## config.mk

```make
export PLATFORM = sky130hd
export DESIGN_NAME = vrt_raster_timer
export DESIGN_NICKNAME = d
export VERILOG_FILES = /design/src/rtl/vrt_pkg.sv /design/src/rtl/vrt_size_reg.sv /design/src/rtl/vrt_axis_counter.sv /design/src/rtl/vrt_raster_timer.sv
export SDC_FILE = /design/constraint.sdc
export NUM_CORES = 1
export LEC_CHECK = 0
export ABC_AREA = 1
export ABC_CLOCK_PERIOD_IN_PS = 2400
export CORE_AREA = 5 5 121 66
export DETAILED_ROUTE_END_ITERATION = 16
export DIE_AREA = 0 0 126 71
export DONT_BUFFER_PORTS = 1
export GPL_TIMING_DRIVEN = 0
export MAX_ROUTING_LAYER = met4
export PLACE_DENSITY = 0.77
export SLEW_MARGIN = 10
export SYNTH_ARGS = -nofsm -noshare
export SYNTH_HDL_FRONTEND = slang
export SYNTH_SLANG_ARGS = --single-unit
```

## constraint.sdc

```tcl
create_clock -name clk -period 2.4 [get_ports clk]
set_clock_uncertainty 0.15 [all_clocks]
set_input_delay 0.48 -clock clk [delete_from_list [all_inputs] [get_ports clk]]
set_output_delay 0.48 -clock clk [all_outputs]
set_load 0.005 [all_outputs]
```

## src/rtl/vrt_pkg.sv

```systemverilog
package vrt_pkg;
    localparam int unsigned DIM_W      = 12;
    localparam int unsigned REG_W      = 32;
    localparam int unsigned PIX_LSB    = 0;
    localparam int unsigned LINE_LSB   = 16;

    typedef logic [DIM_W-1:0] dim_t;

    typedef struct packed {
        dim_t lines;
        dim_t pixels;
    } frame_dims_t;
endpackage

```

## src/rtl/vrt_size_reg.sv

```systemverilog
module vrt_size_reg
    import vrt_pkg::*;
(
    input  logic             clk,
    input  logic             rst,
    input  logic             wr_en,
    input  logic [REG_W-1:0] wdata,
    input  logic             frame_done,
    output logic [REG_W-1:0] rdata,
    output frame_dims_t      act_dims,
    output logic             chan_on
);
    localparam logic [REG_W-1:0] FIELD_MASK =
        ({{(REG_W-DIM_W){1'b0}}, {DIM_W{1'b1}}} << PIX_LSB) |
        ({{(REG_W-DIM_W){1'b0}}, {DIM_W{1'b1}}} << LINE_LSB);

    typedef struct packed {
        frame_dims_t prog;
        frame_dims_t act;
    } cfg_state_t;

    cfg_state_t cfg_d, cfg_q;
    logic       reload;
    logic       unused_rsvd;

    assign chan_on     = (cfg_q.act.pixels != '0) && (cfg_q.act.lines != '0);
    assign reload      = !chan_on || frame_done;
    assign unused_rsvd = ^(wdata & ~FIELD_MASK);

    always_comb begin
        cfg_d = cfg_q;
        if (reload) begin
            cfg_d.act = cfg_q.prog;
        end
        if (wr_en) begin
            cfg_d.prog.lines  = wdata[LINE_LSB +: DIM_W];
            cfg_d.prog.pixels = wdata[PIX_LSB  +: DIM_W];
        end
    end

    always_ff @(posedge clk) begin
        if (rst) begin
            cfg_q <= '0;
        end else begin
            cfg_q <= cfg_d;
        end
    end

    always_comb begin
        rdata                      = '0;
        rdata[LINE_LSB +: DIM_W]   = cfg_q.prog.lines;
        rdata[PIX_LSB  +: DIM_W]   = cfg_q.prog.pixels;
    end

    assign act_dims = cfg_q.act;
endmodule

```

## src/rtl/vrt_axis_counter.sv

```systemverilog
module vrt_axis_counter #(
    parameter int unsigned CW    = 12,
    parameter int unsigned START = 0
) (
    input  logic          clk,
    input  logic          rst,
    input  logic          hold_start,
    input  logic          step,
    input  logic [CW-1:0] limit,
    output logic [CW-1:0] cnt,
    output logic          at_end
);
    localparam logic [CW-1:0] START_V = CW'(START);
    localparam logic [CW-1:0] END_ADJ = CW'(1 - START);

    typedef struct packed {
        logic [CW-1:0] cnt;
    } ctr_state_t;

    ctr_state_t ctr_d, ctr_q;
    logic [CW-1:0] end_val;

    assign end_val = limit - END_ADJ;
    assign at_end  = (ctr_q.cnt == end_val);

    always_comb begin
        ctr_d = ctr_q;
        if (hold_start) begin
            ctr_d.cnt = START_V;
        end else if (step) begin
            ctr_d.cnt = at_end ? START_V : ctr_q.cnt + 1'b1;
        end
    end

    always_ff @(posedge clk) begin
        if (rst) begin
            ctr_q.cnt <= START_V;
        end else begin
            ctr_q <= ctr_d;
        end
    end

    assign cnt = ctr_q.cnt;
endmodule

```

## src/rtl/vrt_raster_timer.sv

```systemverilog
module vrt_raster_timer
    import vrt_pkg::*;
(
    input  logic             clk,
    input  logic             rst,
    input  logic             reg_wr_en,
    input  logic [REG_W-1:0] reg_wdata,
    output logic [REG_W-1:0] reg_rdata,
    input  logic             pix_en,
    output logic [DIM_W-1:0] pix_cnt,
    output logic [DIM_W-1:0] line_cnt,
    output logic             eol,
    output logic             eof
);
    frame_dims_t act_dims;
    logic        chan_on;
    logic        pix_step;
    logic        pix_last;
    logic        line_last;

    assign pix_step = pix_en && chan_on;
    assign eol      = pix_step && pix_last;
    assign eof      = eol && line_last;

    vrt_size_reg u_size (
        .clk        (clk),
        .rst        (rst),
        .wr_en      (reg_wr_en),
        .wdata      (reg_wdata),
        .frame_done (eof),
        .rdata      (reg_rdata),
        .act_dims   (act_dims),
        .chan_on    (chan_on)
    );

    vrt_axis_counter #(.CW(DIM_W), .START(0)) u_pix (
        .clk        (clk),
        .rst        (rst),
        .hold_start (!chan_on),
        .step       (pix_step),
        .limit      (act_dims.pixels),
        .cnt        (pix_cnt),
        .at_end     (pix_last)
    );

    vrt_axis_counter #(.CW(DIM_W), .START(1)) u_line (
        .clk        (clk),
        .rst        (rst),
        .hold_start (!chan_on),
        .step       (eol),
        .limit      (act_dims.lines),
        .cnt        (line_cnt),
        .at_end     (line_last)
    );
endmodule

```

# Yosys cells after proc, flatten, opt, wreduce, memory -nomap -nowiden
# Cells that the tools add are included.
# op_classes
n_addsub	3
n_eq_ne	2
muxes	2
bitwise	1
reduce_logical	9
# op_table
cell	n
$add A12 B1 Y12 const B	2
$eq A12 B12 Y1	2
$mux W12	2
$reduce_bool A12 Y1	2
$sub A12 B1 Y12 const B	1
$logic_and A1 B1 Y1	4
$reduce_or A2 Y1	1
$logic_not A1 Y1	1
$logic_or A1 B1 Y1	1
$not A1 Y1	1
# totals
reg_bits	72
in_bits	36
output_inout_bits	58
elab_cells	23

# Longest topological paths before layout
# Gate-level depths: netlist of run 1.
# depth
depth_word	6
ltp_mapped	15
depth_no_buf	15

# Cells and area by module
# Synthesis of run 1 repeated with hierarchy kept, for this count alone.
# hier_totals
hier_cells	619
hier_area_um2	4022.6
# by_module_without_submodules
mod	n_inst	cells_per_inst	area_per_inst_um2
vrt_size_reg	1	317	2203.4
vrt_axis_counter at u_pix	1	170	1026.0
vrt_axis_counter at u_line	1	125	758.2
vrt_raster_timer	1	7	35.0

# Least setup slack after synthesis of run 1
# Ideal clock, no wire load.
# synth_path
path_type	register -> output
from	reg u_size.cfg_q (netlist bit u_size.act_dims[0])
to	out eof
t_arrival_ns	1.680
slack_ns	0.090
path_stages_with_launch	12
path_buffers	1
cell_sequence	dfxtp_1 > inv_2 > ha_1 > xnor2_1 > nor2_1 > nand3_1 > nor2_2 > nand2_2 > nor2_4 > nand4_4 > buf_6 > inv_1
# synth_between
elab_chain_cells	5
elab_cells_between_ends	7
cone_classes	add/sub (1); eq/ne (1); reduce/logical (5)
# synth_lines
item	line_no	text
from (decl)	vrt_size_reg.sv:22	cfg_state_t cfg_d, cfg_q;
from (signal assigned)	vrt_size_reg.sv:45	cfg_q <= cfg_d;
branches (longest 3 deep; another with $sub A12 B1 Y12)	n/a	
$logic_and A1 B1 Y1 *	vrt_raster_timer.sv:22	assign eol = pix_step && pix_last;
$logic_and A1 B1 Y1 *	vrt_raster_timer.sv:23	assign eof = eol && line_last;
to (decl)	vrt_raster_timer.sv:13	output logic eof
# Mark *: on every way between the ends.

# Worst setup path in the final report of run 1
# Ends and elaborated chain as after synthesis.

==> metrics.txt, run 1 <==
NumNets Final=between 700 and 800; clock sinks=between 70 and 80; Crit Path Max Fanout=4; Mapped Avg Cell Area=between 6 and 7 um^2; Rows=22; sequential power share=26.5%; CTS Hold Bufs=0; synthesis-stage register bit count=between 70 and 80; pre-CTS WS=-201 ps; Fin. Hold Viols=0; Final WS setup=-209 ps; Die H=approximately 70 um; required time of the critical path=between 1500 and 2000 ps; period utilization=109%; maximum clock insertion buffer count=2; largest net degree at the start of global routing=14; Tightest Hold Check Type=in -> reg; die footprint=just under 9000 um^2; Starting Density=between 60 and 70%; Worst-Skew Late Latency=roughly 340 ps; area of the mapped netlist=about 4200 um^2; power per cell area=approximately 1200 nW/um^2; routability cong.=between 0.9 and 1; Via Count=4102; gr usage total=a little over a quarter; drt wl/cell=roughly 15 um; layout cells sized above 1=between 20% and 30%; CP max stage delay=about 350 ps; Pint=3380 uW; total power draw=approximately 5900 uW; relative slew slack=64.7%; Worst setup EP type=output port; Port Buffers=0; status=complete, but fails checks; DR DRC count=0; initial antenna violation count=0; drt initial violations=459; Initial DRT Pass Iterations=6; root buffer cell=clkbuf_16; Switching Fraction=between 40% and 50%; Setup-failing EPs final=11; htree depth=3; worst-margin pin slew=approximately 530 ps; most used cell, CP=nand2_2; failing checks=setup timing; Synthesis Warnings=0; Synth async-reset ratio=0%; TritonCTS clock tree=yes; crit path cell chain=inv_4 > ha_4 > nand2_2 > nor2_4 > nand2_2 > nand2_2 > nand2_2 > nor2_4 > nand2_2 > nor2_4 > nand4_4 > buf_6 > inv_2; Ant. Diodes=0; slowest CP cell=dfxtp_4; FMAX=0.383 GHz; critical path class=reg -> out; Post-Synthesis Cells=about 630; Post-synth EDFFs=0; Synth-to-Final Area Change=18.5%; P_leak=~0.0023 uW; remaining antenna violation count=0; Final Max Slew Viols=0; Via density=around 5.4; Clock Power Share=24.9%; Critical Path AT=around 2000 ps; Tmin final=approximately 2600 ps; max-cap violations=0; final core occ=between 70 and 80%; final WL=between 10 and 15 mm; RSZ-0062 raised after global routing=true; Chip Width=~130 um; IO Pins=94; hpwl dp=about 8.5 mm; clk slew on worst S/H paths=60 ps; count of cell types in the netlist=35; Startpoint Class=register; total CTS buffers=9; first-pass GRT wire length=between 15 and 20 mm; Peak VDD IR=638 uV; Gate power share=between 40% and 50%; Most used DFF post-synth=dfxtp_1; P_sw=around 2500 uW; sequential area share after synthesis=about a third; remaining global-route overflow=0; Core Region=slightly below 7000 um^2; vias in the first global route=about 3700
[metal layers]
layer,GRT usage [%],vias to the layer above,routed length (um)
li1,-,2056,-
met1,40.1,1814,5560
met2,34.9,209,4370
met3,7.47,23,1380
met4,7.49,0,208
met5,-,-,0
[flip-flops by register name, summed over array words and instances (netlist names)]
name             cells
u_size.act_dims     24
u_size.rdata        24
u_pix.cnt           12
u_line.cnt          12
[area by class of cell]
cell class	instances	area, um^2
flip-flops and latches	72	1450
inverters	66	253
well taps	96	120
repair buffers	19	173
fillers	569	1930
clock inverters	6	92.6
plain buffers	28	199
clock buffers	9	225
multi-input cells	470	2490
[power by group through the flow]
stage	Clock, uW	Sequential, uW	Combinational (uW)
floorplan	0	1500	2050
finish	1460	1550	2850
global route	1530	1570	3160
global placement	0	1550	2390
CTS	1470	1530	2610
detailed placement	0	1560	2450
[per-stage QoR]
stage	hold WS [ps]	std cells	cell area (um^2)	TNS, ps
6_report	122	766	5010	-847
2_1_floorplan	342	636	4250	0
3_5_place_dp	380	732	4370	-249
4_1_cts	115	760	4870	-233
5_1_grt	125	766	5010	-1890
3_3_place_gp	378	732	4370	-161
[critical path: cells and delay by family (launching register included)]
| family | cells | cell delay [ps] |
|---|---|---|
| simple gates | 9 | 880 |
| flops | 1 | 350 |
| buf+inv | 3 | 240 |
| fa+ha+maj | 1 | 170 |
[placed cells by master (no fill, tap or decap), types with 8 or more instances in the layout]
cell	instances
nand2_1	126
inv_2	10
buf_4	26
xnor2_1	8
nand2_2	16
inv_1	53
a21oi_1	39
o21ai_0	28
nor3_1	12
nor2_1	119
nor2_4	9
xor2_1	15
nand3_1	29
conb_1	8
nand3_2	23
clkbuf_16	10
dfxtp_1	64
[final timing paths]
kind                                        start  slack (ps)                              end  cells past startpoint
hold reg to reg      u_size.rdata[4]$_SDFFE_PP0P_         380  u_size.act_dims[4]$_SDFFE_PP0P_                      2
setup reg to reg  u_size.act_dims[0]$_SDFFE_PP0P_         -70       u_line.cnt[7]$_SDFFE_PP0P_                     16
setup / recovery  u_size.act_dims[0]$_SDFFE_PP0P_        -210                              eof                     13
hold / removal                      reg_wdata[25]         120    u_size.rdata[25]$_SDFFE_PP0P_                      2
[cells in the mapped netlist, drive strengths merged (2+ instances only)]
library cell	n	share of area [%]
nand2	143	13
nor2	135	14
dfxtp	72	34
inv	65	5.8
nand3	55	9.4
a21oi	43	5.1
o21ai	29	3.4
buf	22	4.1
xor2	15	3.1
nor3	12	1.4
xnor2	9	1.9
nand4	8	1.5
clkbuf	6	0.53
ha	3	0.89
nand3b	2	0.36
nor3b	2	0.36
nor4	2	0.30
[cell families (layout without fill, tap and decap cells)]
group | after synthesis | count (layout) | share of synthesized area (%)
buf+inv | 94 | 128 | 10.5
simple gates | 361 | 361 | 40.6
xor+xnor | 24 | 24 | 4.97
other cells | 1 | 8 | 0.0887
compound gates | 74 | 74 | 8.85
fa+ha+maj | 3 | 3 | 0.888
flops | 72 | 72 | 34.1
[repair_timing]
item	4_1_cts	5_1_grt
pin swaps	12	15
endpoints found under the hold margin	0	0
cloned	0	1
gates resized for setup	21	24
setup buffers	13	6
endpoints found under the setup margin	14	43
No activity file was read; power rests on OpenSTA's default activity.
==> run 2, diff against run 1 <==
- PLACE_DENSITY: 0.77 -> unset
- PLACE_DENSITY_LB_ADDON: unset -> 0.1
==> run 2 against run 1 <==
Effect of this change:
- the run still ends with setup timing left
- first-iteration DRC count decreased by 11%
- sequential share of layout area increased by 0.53 points
- sequential power about the same
- count of clock-buffer cells in the layout increased by 1
- largest power group unchanged
- highest routed layer unchanged
==> metrics.txt, run 2 (same netlist as run 1, synthesis figures left out) <==
Tightest Hold Check Type=in -> reg (unchanged); clock sinks=72 (unchanged); Clock Power Share=22.9% (was 24.9%); Gate power share=49.3% (was 48.6%); remaining antenna violation count=0 (unchanged); r2r setup slk=110 ps (was -70 ps); Peak VDD IR=697 uV (was 638 uV); R2R depth=13 (was 16); Rows=22 (unchanged); pre-CTS WS=-226 ps (was -201 ps); hpwl dp=8.83 mm (was 8.45 mm); CTS Hold Bufs=0 (unchanged); Fin. Hold Viols=0 (unchanged); final non-filler cell total=759 (was 766); drt initial violations=410 (was 459); total CTS buffers=9 (unchanged); initial antenna violation count=0 (unchanged); most common cell after layout, fill and taps aside=nand2_1 (unchanged); remaining global-route overflow=0 (unchanged); Core Region=6940 um^2 (unchanged); Worst-Skew Late Latency=340 ps (about the same); largest net degree at the start of global routing=15 (was 14); Die H=71 um (unchanged); Starting Density=60.9% (unchanged); Synth-to-Final Area Change=16.0% (was 18.5%); vias in the first global route=3660 (was 3690); FILL cells=586 (was 569); power per cell area=1150 nW/um^2 (was 1170 nW/um^2); DR DRC count=0 (unchanged); Pint=3180 uW (was 3380 uW); Port Buffers=0 (unchanged); Final Max Slew Viols=0 (unchanged); Area after DPL=4370 um^2 (unchanged); Chip Width=126 um (unchanged); IO Pins=94 (unchanged); NumNets Final=697 (was 705); status=complete, but fails checks (unchanged); Via density=5.36 (about the same); TritonCTS clock tree=yes (unchanged); sequential power share=27.7% (was 26.5%); routability cong.=0.897 (was 0.925); Via Count=4072 (was 4102); R2R Path End=u_size.act_dims[16]$_SDFFE_PP0P_ (was u_line.cnt[7]$_SDFFE_PP0P_); WHS Path Cells=2 (unchanged); fin area=4900 um^2 (was 5010 um^2); reg2reg start=u_size.act_dims[0]$_SDFFE_PP0P_ (unchanged); final WL=11.8 mm (was 11.5 mm); critical path class=reg -> out (unchanged); P_leak=0.00225 uW (was 0.00230 uW); total power draw=5620 uW (was 5860 uW); Switching Fraction=43.5% (was 42.2%); die footprint=8950 um^2 (unchanged); Worst setup EP type=output port (unchanged); required time of the critical path=1770 ps (about the same); gr usage total=27.5% (was 26.9%); most frequent cells in the layout=125 x nand2_1, 119 x nor2_1, 68 x dfxtp_1 (was 126 x nand2_1, 119 x nor2_1, 64 x dfxtp_1); layout cells sized above 1=19.6% (was 20.9%); drt wl/cell=15.5 um (was 15.0 um); RSZ-0062 raised after global routing=true (unchanged); Ant. Diodes=0 (unchanged); Worst Setup EP=eof (unchanged); period utilization=109% (about the same); worst-margin pin slew=555 ps (was 526 ps); maximum clock insertion buffer count=2 (unchanged); Final WS setup=-228 ps (was -209 ps); first-pass GRT wire length=18.9 mm (was 18.7 mm); htree depth=3 (unchanged); FMAX=0.381 GHz (was 0.383 GHz); failing checks=setup timing (unchanged); Startpoint Class=register (unchanged); Tmin final=2630 ps (was 2610 ps); placed cells=732 (unchanged); Setup-failing EPs final=2 (was 11); Setup crit start=u_size.act_dims[0]$_SDFFE_PP0P_ (unchanged); relative slew slack=62.7% (was 64.7%); Initial DRT Pass Iterations=5 (was 6); root buffer cell=clkbuf_16 (unchanged); Critical Path AT=2000 ps (was 1980 ps); P_sw=2450 uW (was 2470 uW); clk slew on worst S/H paths=60 ps (about the same); Crit Path Max Fanout=4 (unchanged); max-cap violations=0 (unchanged)
[run 2: cell count changes in the layout (fill, tap and decap cells not counted), sizes merged]
cell      change
clkbuf        +1
buf           -8
clkinv        +1
bufinv        -2
clkinvlp      +1
[run 2: cell type report]
cell class                 instances  area [um^2]  area share (%)
sequential                        72         1450            29.5
tap                               96          120            2.45
timing repair buffer              11          109            2.22
inverter                          66          262            5.33
multi-input combinational        470         2480            50.6
clock buffer                      10          239            4.87
clock inverter                     6         50.0            1.02
buffer                            28          196            4.01
[run 2: critical path, cell delays in order, from the launching register on]
cell     delay [ps]
dfxtp_4         360
inv_4            60
ha_4            170
nand3_4         130
nor2_4          130
nand3_1          80
nand2_1         150
nand2_1         110
nor2_4          150
nand4_4         130
buf_6           150
inv_4            50
[run 2: power groups by stage]
stage	clock, uW	combinational (uW)	sequential, uW
4_1_cts	1300	2540	1540
3_3_place_gp	0	2400	1560
3_5_place_dp	0	2460	1560
2_1_floorplan	0	2050	1500
5_1_grt	1360	3090	1580
6_report	1290	2770	1560
[run 2: layer usage]
metal | track usage [%] | part of all wire [%]
met2 | 35.9 | 39
met3 | 7.92 | 11
met1 | 41.3 | 49
met5 | - | 0
met4 | 5.95 | 0.84
[run 2: worst min-delay path by stage]
stage / start / end
after global routing: reg_wdata[0] / u_size.rdata[0]$_SDFFE_PP0P_
after global placement: u_line.cnt[4]$_SDFFE_PP0P_ / u_line.cnt[4]$_SDFFE_PP0P_
after detailed placement: u_line.cnt[4]$_SDFFE_PP0P_ / u_line.cnt[4]$_SDFFE_PP0P_
final: reg_wdata[6] / u_size.rdata[6]$_SDFFE_PP0P_
after floorplan: u_size.rdata[11]$_SDFFE_PP0P_ / u_size.act_dims[11]$_SDFFE_PP0P_
after CTS: reg_wdata[27] / u_size.rdata[27]$_SDFFE_PP0P_
[run 2: what timing repair did]
action	CTS	global route
endpoints found under the setup margin	9	38
setup buffers	7	4
resized for setup	15	27
hold endpoints to repair	0	0
pin swaps	10	14
gates cloned	1	0
[run 2: metrics by stage]
step,TNS (ps),util (%),hold slack (ps)
2_1_floorplan,0,-,342
3_3_place_gp,-288,63.1,383
3_5_place_dp,-334,63.1,382
4_1_cts,-578,68.6,117
5_1_grt,-1100,70.7,113
6_report,-386,70.7,125
